## config.mk

```make
export PLATFORM = sky130hd
export DESIGN_NAME = oledfe_top
export DESIGN_NICKNAME = d
export VERILOG_FILES = /design/src/rtl/oledfe_pkg.sv /design/src/rtl/oledfe_cmd_decode.sv /design/src/rtl/oledfe_addr_walk.sv /design/src/rtl/oledfe_dirty.sv /design/src/rtl/oledfe_top.sv
export SDC_FILE = /design/constraint.sdc
export NUM_CORES = 1
export LEC_CHECK = 0
export BUFFER_PORTS_ARGS = -buffer_cell sky130_fd_sc_hd__buf_4
export CORE_UTILIZATION = 45
export CTS_CLUSTER_SIZE = 10
export DETAILED_ROUTE_END_ITERATION = 10
export GPL_TIMING_DRIVEN = 0
export PLACE_DENSITY = 0.7
export SLEW_MARGIN = 30
export SYNTH_ARGS = -nofsm -noshare
export SYNTH_HDL_FRONTEND = slang
export SYNTH_HIERARCHICAL = 1
export SYNTH_SLANG_ARGS = --single-unit
```

## constraint.sdc

```tcl
create_clock -name clk -period 4.85 [get_ports clk]
set_input_delay 0.97 -clock clk [delete_from_list [all_inputs] [get_ports clk]]
set_output_delay 0.97 -clock clk [all_outputs]
set_load 0.01 [all_outputs]
```

## src/rtl/oledfe_pkg.sv

```systemverilog
// Shared constants and opcode classification for the display front-end.
// Assumes opcodes are 8 bits wide and that no opcode takes more than 8 argument bytes.
package oledfe_pkg;
    localparam logic [7:0] OP_COL_WIN = 8'h15;
    localparam logic [7:0] OP_ROW_WIN = 8'h75;

    typedef struct packed {
        logic       known;
        logic [3:0] nargs;
    } op_info_t;

    // Maps an opcode to "recognised" and its argument-byte count.
    function automatic op_info_t classify(input logic [7:0] op);
        op_info_t r;
        r.known = 1'b1;
        r.nargs = 4'd0;
        case (op)
            8'h15, 8'h75:                                   r.nargs = 4'd2;
            8'h81, 8'hA0, 8'hA1, 8'hA2, 8'hA8, 8'hAD,
            8'hB1, 8'hB2, 8'hB3, 8'hBC, 8'hBE, 8'hBF:       r.nargs = 4'd1;
            8'hB8:                                          r.nargs = 4'd8;
            8'h84, 8'h85, 8'h86, 8'hA4, 8'hA5, 8'hA6,
            8'hA7, 8'hAE, 8'hAF, 8'hE3:                     r.nargs = 4'd0;
            default:                                        r.known = 1'b0;
        endcase
        return r;
    endfunction
endpackage

```

## src/rtl/oledfe_cmd_decode.sv

```systemverilog
// Command-stream decoder: counts argument bytes per opcode and holds the
// drawing window. Assumes cmd_valid is already qualified by the select line.
module oledfe_cmd_decode
    import oledfe_pkg::*;
#(
    parameter int COLS = 64,
    parameter int ROWS = 80,
    localparam int COL_W = $clog2(COLS),
    localparam int ROW_W = $clog2(ROWS)
) (
    input  logic             clk,
    input  logic             rst_n,
    input  logic             cmd_valid,
    input  logic [7:0]       cmd_byte,
    output logic [COL_W-1:0] col_first,
    output logic [COL_W-1:0] col_last,
    output logic [ROW_W-1:0] row_first,
    output logic [ROW_W-1:0] row_last,
    output logic             bad_cmd
);
    logic [3:0] arg_cnt;
    logic [7:0] cur_op;
    logic [7:0] arg0;
    op_info_t   info;
    logic       in_op_pos;

    // Classify the new opcode or the one being collected.
    always_comb begin
        in_op_pos = (arg_cnt == 4'd0);
        info      = classify(in_op_pos ? cmd_byte : cur_op);
        bad_cmd   = cmd_valid && in_op_pos && !info.known;
    end

    // Argument counting and window register update.
    always_ff @(posedge clk) begin
        if (!rst_n) begin
            arg_cnt   <= '0;
            cur_op    <= '0;
            arg0      <= '0;
            col_first <= '0;
            col_last  <= COL_W'(COLS - 1);
            row_first <= '0;
            row_last  <= ROW_W'(ROWS - 1);
        end else if (cmd_valid) begin
            if (in_op_pos) begin
                if (info.known && info.nargs != 4'd0) begin
                    cur_op  <= cmd_byte;
                    arg_cnt <= 4'd1;
                end
            end else begin
                if (arg_cnt == 4'd1) arg0 <= cmd_byte;
                if (arg_cnt == info.nargs) begin
                    arg_cnt <= '0;
                    if (cur_op == OP_COL_WIN) begin
                        col_first <= COL_W'(32'(arg0) % COLS);
                        col_last  <= COL_W'(32'(cmd_byte) % COLS);
                    end else if (cur_op == OP_ROW_WIN) begin
                        row_first <= ROW_W'(32'(arg0) % ROWS);
                        row_last  <= ROW_W'(32'(cmd_byte) % ROWS);
                    end
                end else begin
                    arg_cnt <= arg_cnt + 4'd1;
                end
            end
        end
    end

    assert_bad_resets_R9: assert property (@(posedge clk) disable iff (!rst_n)
        bad_cmd |=> arg_cnt == 4'd0);
    assert_args_bounded_R6: assert property (@(posedge clk) disable iff (!rst_n)
        arg_cnt <= 4'd8);
    assert_idle_holds_R6: assert property (@(posedge clk) disable iff (!rst_n)
        !cmd_valid |=> $stable(arg_cnt) && $stable(col_first) && $stable(row_last));
endmodule

```

## src/rtl/oledfe_addr_walk.sv

```systemverilog
// Cursor walker: steps the column/row cursor through the window after each
// data byte. Assumes window values are already reduced into range.
module oledfe_addr_walk #(
    parameter int COLS = 64,
    parameter int ROWS = 80,
    localparam int COL_W = $clog2(COLS),
    localparam int ROW_W = $clog2(ROWS)
) (
    input  logic             clk,
    input  logic             rst_n,
    input  logic             step,
    input  logic [COL_W-1:0] col_first,
    input  logic [COL_W-1:0] col_last,
    input  logic [ROW_W-1:0] row_first,
    input  logic [ROW_W-1:0] row_last,
    output logic [COL_W-1:0] col,
    output logic [ROW_W-1:0] row
);
    logic [COL_W:0] col_inc;
    logic [ROW_W:0] row_inc;
    logic           col_wrap;
    logic           row_wrap;

    // Next-cursor arithmetic with overflow detection.
    always_comb begin
        col_inc  = {1'b0, col} + 1'b1;
        col_wrap = col_inc > {1'b0, col_last};
        row_inc  = {1'b0, row} + {{ROW_W{1'b0}}, col_wrap};
        row_wrap = row_inc > {1'b0, row_last};
    end

    // Cursor register, advanced only by data bytes.
    always_ff @(posedge clk) begin
        if (!rst_n) begin
            col <= '0;
            row <= '0;
        end else if (step) begin
            col <= col_wrap ? col_first : col_inc[COL_W-1:0];
            row <= row_wrap ? row_first : row_inc[ROW_W-1:0];
        end
    end

    assert_col_step_R3: assert property (@(posedge clk) disable iff (!rst_n)
        step && !col_wrap |=> col == $past(col) + 1'b1);
    assert_row_wrap_R4: assert property (@(posedge clk) disable iff (!rst_n)
        step && row_wrap |=> row == $past(row_first));
    assert_hold_R11: assert property (@(posedge clk) disable iff (!rst_n)
        !step |=> $stable(col) && $stable(row));
endmodule

```

## src/rtl/oledfe_dirty.sv

```systemverilog
// Dirty flag: set by a frame write, cleared by an acknowledge; a write wins.
module oledfe_dirty (
    input  logic clk,
    input  logic rst_n,
    input  logic wr,
    input  logic ack,
    output logic dirty
);
    // Set/clear register with write priority.
    always_ff @(posedge clk) begin
        if (!rst_n)   dirty <= 1'b0;
        else if (wr)  dirty <= 1'b1;
        else if (ack) dirty <= 1'b0;
    end

    assert_set_R10: assert property (@(posedge clk) disable iff (!rst_n)
        wr |=> dirty);
    assert_clear_R10: assert property (@(posedge clk) disable iff (!rst_n)
        ack && !wr |=> !dirty);
endmodule

```

## src/rtl/oledfe_top.sv

```systemverilog
// Display front-end top: splits bytes by the select line, drives the frame
// memory write port from the cursor, and ties the decoder, walker and flag.
// Assumes at most one byte per cycle from an upstream deserialiser.
module oledfe_top #(
    parameter int COLS = 64,
    parameter int ROWS = 80,
    localparam int COL_W  = $clog2(COLS),
    localparam int ROW_W  = $clog2(ROWS),
    localparam int ADDR_W = $clog2(COLS * ROWS)
) (
    input  logic              clk,
    input  logic              rst_n,
    input  logic              in_valid,
    input  logic              in_is_data,
    input  logic [7:0]        in_byte,
    input  logic              redraw_ack,
    output logic              fb_we,
    output logic [ADDR_W-1:0] fb_addr,
    output logic [7:0]        fb_wdata,
    output logic              dirty,
    output logic              bad_cmd
);
    logic             cmd_valid;
    logic [COL_W-1:0] col_first, col_last, col;
    logic [ROW_W-1:0] row_first, row_last, row;

    // Byte steering and write-port formation.
    always_comb begin
        fb_we     = in_valid && in_is_data;
        cmd_valid = in_valid && !in_is_data;
        fb_wdata  = in_byte;
        fb_addr   = ADDR_W'(row) * ADDR_W'(COLS) + ADDR_W'(col);
    end

    oledfe_cmd_decode #(.COLS(COLS), .ROWS(ROWS)) u_dec (
        .clk(clk), .rst_n(rst_n), .cmd_valid(cmd_valid), .cmd_byte(in_byte),
        .col_first(col_first), .col_last(col_last),
        .row_first(row_first), .row_last(row_last), .bad_cmd(bad_cmd));

    oledfe_addr_walk #(.COLS(COLS), .ROWS(ROWS)) u_walk (
        .clk(clk), .rst_n(rst_n), .step(fb_we),
        .col_first(col_first), .col_last(col_last),
        .row_first(row_first), .row_last(row_last), .col(col), .row(row));

    oledfe_dirty u_dirty (
        .clk(clk), .rst_n(rst_n), .wr(fb_we), .ack(redraw_ack), .dirty(dirty));

    assert_cmd_no_write_R1: assert property (@(posedge clk) disable iff (!rst_n)
        bad_cmd |-> !fb_we);
    assert_addr_range_R2: assert property (@(posedge clk) disable iff (!rst_n)
        fb_addr < ADDR_W'(COLS * ROWS));
endmodule

```

Word-level counts from Yosys, hierarchy flattened
Index checks and enable logic that the tools add are counted.
{ "word_totals": {"reg_bits": 60, "latchBits": 0, "ram_bits": 0, "rom_bits": 0, "inputBits": 13, "output_inout_bits": 24, "n_memories": 0} }
{ "classes": {"addsub": 4, "multipliers": 0, "n_div": 2, "order_cmp": 2, "n_eq_ne": 30, "n_shift": 0, "mux": 10, "bitwise": 2, "n_reduce_logical": 18} }
{ "op_table": {"columns": ["operator", "count"], "rows": [
  ["$eq A8 B8 Y1 const B", 23],
  ["$mod A8 B7 Y32 const B", 2],
  ["$reduce_or A25 Y1", 1],
  ["$eq A8 B5 Y1 const B", 2],
  ["$eq A8 B7 Y1 const B", 2],
  ["$add A13 B6 Y13", 1],
  ["$mux W4", 3],
  ["$pmux W4 S3", 1],
  ["$reduce_or A12 Y1", 1],
  ["$add A7 B1 Y8", 1],
  ["$gt A8 B7 Y1", 1],
  ["$mux W8", 1],
  ["$add A6 B1 Y7 const B", 1],
  ["$gt A7 B6 Y1", 1],
  ["$mux W7", 1],
  ["$mux W6", 1],
  ["$reduce_and A3 Y1", 2],
  ["$logic_and A1 B1 Y1", 5],
  ["$reduce_and A5 Y1", 1],
  ["$add A4 B1 Y4 const B", 1],
  ["$eq A4 B1 Y1 const B", 1],
  ["$eq A4 B4 Y1", 1],
  ["$logic_not A4 Y1", 1],
  ["$reduce_and A4 Y1", 1],
  ["other kinds (8)", 12]
]} }

Longest topological paths before layout
{ "logic_depth": {"ltp_word": 9, "ltp_mapped": 20, "mapped_depth_nobuf": 19} }

By module
Netlist, hierarchy kept.
{ "by_module_without_submodules": {"columns": ["mod", "instances", "cells_per_inst", "area_each_um2", "seq_area_each_um2"], "rows": [
  ["oledfe_cmd_decode", 1, 329, 2757.6, 920.9],
  ["oledfe_addr_walk", 1, 166, 1407.6, 260.2],
  ["oledfe_top", 1, 10, 76.3, 0.0],
  ["oledfe_dirty", 1, 3, 41.3, 20.0]
]} }

Least setup slack after synthesis
No wires, ideal clock.
{ "synth_path": {"path_kind": "reg2reg", "startpoint": "register u_walk.col[0]", "endpoint": "register u_walk.row[4]", "arrival_ns": 4.017, "required_time_ns": 4.713, "path_slack_ns": 0.696, "stages_incl_launch_ff": 20, "path_buffers": 1, "cell_sequence": "dfxtp_1 ha_1 and3_1 xor2_1 ha_1 nand3_1 a21oi_1 o22ai_2 and2_1 inv_1 ha_1 and4_4 and3_4 xor2_1 ha_1 nand3_1 a211oi_2 buf_2 o31a_1 o311ai_2"} }
{ "synth_via": {"elab_chain_len": 5} }
{ "synth_lines": {"columns": ["item", "line", "text"], "rows": [
  ["start, declared", "oledfe_addr_walk.sv:16", "output logic [COL_W-1:0] col,"],
  ["start signal, assigned", "oledfe_addr_walk.sv:38", "col <= col_wrap ? col_first : col_inc[COL_W-1:0];"],
  ["$add A6 B1 Y7 (*)", "oledfe_addr_walk.sv:26", "col_inc = {1'b0, col} + 1'b1;"],
  ["$gt A7 B6 Y1 (*)", "oledfe_addr_walk.sv:27", "col_wrap = col_inc > {1'b0, col_last};"],
  ["$add A7 B1 Y8 (*)", "oledfe_addr_walk.sv:28", "row_inc = {1'b0, row} + {{ROW_W{1'b0}}, col_wrap};"],
  ["$gt A8 B7 Y1", "oledfe_addr_walk.sv:29", "row_wrap = row_inc > {1'b0, row_last};"],
  ["$mux W7 (*)", "oledfe_addr_walk.sv:39", "row <= row_wrap ? row_first : row_inc[ROW_W-1:0];"],
  ["end signal, assigned", "oledfe_addr_walk.sv:39", null],
  ["end, declared", "oledfe_addr_walk.sv:17", "output logic [ROW_W-1:0] row"]
]} }
Every way passes the cells marked *; elsewhere a longest branch is shown, timed or not.
A chain may end at the register's enable or synchronous reset.

Final worst setup path
Ends and elaborated chain as after synthesis.

==> results.sh <==
export IMPL_grt_antenna_before_repair=0
export IMPL_comb_power_share_pct=10.5
export IMPL_cp_start_kind="register"
export IMPL_die_area_mm2=0.00991
export IMPL_rows=35
export IMPL_criticalPathCategory="register to register"
export IMPL_finalInstanceArea_mm2=0.00492
export IMPL_final_common_cell="dfxtp_1"
export IMPL_grt_max_degree=11
export IMPL_p_sw_share_pct=24.7
export IMPL_final_cells=686
export IMPL_first_global_vias=3662
export IMPL_ir_drop_uv=128
export IMPL_clockBufferDepth=2
export IMPL_core_area_mm2=0.00924
export IMPL_fillers=830
export IMPL_dp_cells=668
export IMPL_post_dp_cell_area_mm2=0.00468
export IMPL_vias_per_cell=5.63
export IMPL_seqPwrFrac_pct=45.9
export IMPL_fmaxAchievable_mhz=220
export IMPL_cts_root_buf="clkbuf_8"
export IMPL_synth_flop_cell="dfxtp_1"
export IMPL_clkSinkCount=60
export IMPL_finalSetupViolCount=0
export IMPL_synthArstFlopShare_pct=0
export IMPL_p_switching_mw=0.271
export IMPL_routed_wl_um=10600
export IMPL_cts_hold_buf=0
export IMPL_p_leak_nw=2.07
export IMPL_wire_per_inst_um=15.4
export IMPL_synth_ff_latch_count=60
export IMPL_fin_nets=587
export IMPL_die_w_um=99.6
export IMPL_drive_above_1_share_pct=17.8
export IMPL_start_util_pct=46.4
export IMPL_yosysUniqueCellTypes=87
export IMPL_fin_ws_ns=0.300
export IMPL_synth_edff_count=0
export IMPL_drv_cap=0
export IMPL_final_cell_mix="60 x dfxtp_1, 50 x nand2_1, 42 x buf_4"
export IMPL_slew_headroom_pct=47.3
export IMPL_rsz0062_at_grt="no"
export IMPL_intPower_mw=0.824
export IMPL_antenna_diode_count=0
export IMPL_power_density_mw_per_mm2=222
export IMPL_required_ns=5.06
export IMPL_clk_pin_slew_ns=0.07
export IMPL_hold_viol=0
export IMPL_synthToLayoutAreaGrowth_pct=14.9
export IMPL_htreeDepth=3
export IMPL_arrival_ns=4.76
export IMPL_clkPwrFrac_pct=43.6
export IMPL_syn_cell_area_mm2=0.00428
export IMPL_pin_count=37
export IMPL_cp_max_fo=10
export IMPL_pre_cts_slack_ns=0.144
export IMPL_hold_path_class="register to register"
export IMPL_setup_tns_ns=0
export IMPL_status="complete, no violations"
export IMPL_grt_pass1_wl_um=17600
export IMPL_end_kind="register"
export IMPL_portBuffers=31
export IMPL_dr_pass1_iters=5
export IMPL_cts_buffers=9
export IMPL_period_minus_slack_ns=4.55
export IMPL_yosysWarnings=6
export IMPL_regArea_mm2=0.00120
export IMPL_clk_latency_ns=0.33
export IMPL_cts_tree="done"
export IMPL_syn_nets=543
export IMPL_multi_input_area_mm2=0.00269
export IMPL_worst_slew_pin_slew_ns=0.771
export IMPL_gr_usage_all_layers_pct=22.3
export IMPL_drtIter0Drc=170
export IMPL_ys_seq_area_share_pct=28.0
export IMPL_fin_crit_sh_pct=93.8
export IMPL_avgSynthCellArea_um2=8.43
export IMPL_via_count=3865
export IMPL_drc=0
export IMPL_dieHeight_um=99.6
export IMPL_place_congestion=0.845
export IMPL_grt_overflow_total=0
export IMPL_drv_slew=0
export IMPL_fin_skew_ns=0.0161
export IMPL_antenna_left=0
export IMPL_synthCells=508
export IMPL_hpwl_um=7890
export IMPL_power_total_mw=1.09
[synthesized netlist by cell type, drive strengths merged, types with 3 or more instances]
master	number	area, um2
xnor2	10	87.6
xor2	9	78.8
nor2	33	139
o22ai	3	25.0
nor3	3	15.0
nor2b	8	57.6
o21ai	21	105
clkbuf	26	98.8
mux2i	30	300
nand4b	5	43.8
dfxtp	60	1200
nand2	51	199
o21a	3	22.5
a211oi	7	67.6
o2111ai	5	43.8
buf	23	188
and4	4	40.0
ha	22	275
or4	5	41.3
and4b	4	40.0
nand3b	10	75.1
nor4b	3	32.5
o31ai	4	30.0
inv	31	116
o211ai	12	104
nand4	5	31.3
a21oi	15	90.1
o31a	4	36.3
a311oi	3	32.5
and3	6	43.8
nand3	31	155
a31oi	9	56.3
[cell families (layout without fill, tap and decap cells)]
kind of cell / Yosys count / after routing / share of synthesized area [%]
AOI/OAI and AO/OA: 109 / 109 / 20.1
xor gates and xnor gates: 19 / 19 / 3.89
adders and majority gates: 23 / 23 / 6.66
buffers and inverters: 80 / 129 / 9.41
DFF: 60 / 60 / 28.0
muxes: 31 / 31 / 7.27
and+or+nand+nor: 186 / 186 / 24.6
[power groups by stage]
stage                     Combinational [mW]  Sequential (mW)  Clock (mW)
after floorplan                       0.0733            0.514           0
after global placement                 0.112            0.513           0
after detailed placement               0.113            0.513           0
after CTS                              0.114            0.502       0.487
after global routing                   0.126            0.503       0.507
final                                  0.115            0.502       0.477
[stage by stage]
stage / utilization, % / hold WS (ns)
2_1_floorplan: - / 0.430
3_3_place_gp: 50.6 / 0.447
3_5_place_dp: 50.6 / 0.460
4_1_cts: 52.9 / 0.469
5_1_grt: 53.3 / 0.481
6_report: 53.3 / 0.466
[sequential cells by signal, indices dropped and copies added (netlist names)]
signal           cells
u_dec/arg0           8
u_dec/arg_cnt        4
u_dec/col_first      6
u_dec/col_last       6
u_dec/cur_op         8
u_dec/row_first      7
u_dec/row_last       7
u_dirty/dirty        1
u_walk/col           6
u_walk/row           7
[layer usage]
metal	vias to the layer above	share of wire (%)	track usage, %	routed length [um]
li1	1926	-	-	-
met4	0	1.2	7.69	127
met3	8	3.3	2.88	352
met2	90	46	36.4	4830
met1	1841	50	30.2	5250
met5	-	0	0	0
[area by class of cell]
cell class	instances	area share [%]
Tap cell	129	3.28
Timing Repair Buffer	33	5.03
Sequential cell	60	24.4
Clock buffer	13	3.43
Multi-Input combinational cell	368	54.7
Clock inverter	3	0.890
Buffer	49	5.87
Inverter	31	2.36
[timing repair]
| item | in CTS | in global routing |
|---|---|---|
| gates resized for setup | 0 | 3 |
| setup buffers | 0 | 2 |
| setup endpoints to repair | 0 | 7 |
[path summary, 6_finish.rpt]
check | slack [ns] | cells after the start | start | to
setup reg to reg | 0.30 | 20 | u_walk/col[0] | u_walk/row[4]
hold / removal | 0.47 | 2 | u_dec/col_first[0] | u_dec/col_first[0]
setup / recovery | 0.30 | 20 | u_walk/col[0] | u_walk/row[4]
hold reg to reg | 0.47 | 2 | u_dec/col_first[0] | u_dec/col_first[0]
[worst max-delay path, stage by stage, from the launching register on]
cell       delay, ns
dfxtp_1         0.46
ha_1            0.25
and3_1          0.21
xor2_1          0.22
ha_1            0.28
nand3_1         0.15
a21oi_1         0.10
o22ai_4         0.14
and2_1          0.27
inv_1           0.09
ha_1            0.22
and4_4          0.22
and3_4          0.20
xor2_1          0.14
ha_1            0.31
nand3_1         0.20
nor2_4          0.24
a211oi_4        0.06
clkbuf_4        0.21
o2111ai_1       0.29
o311ai_2        0.15
Note: power is estimated with default switching activity, not from simulation.
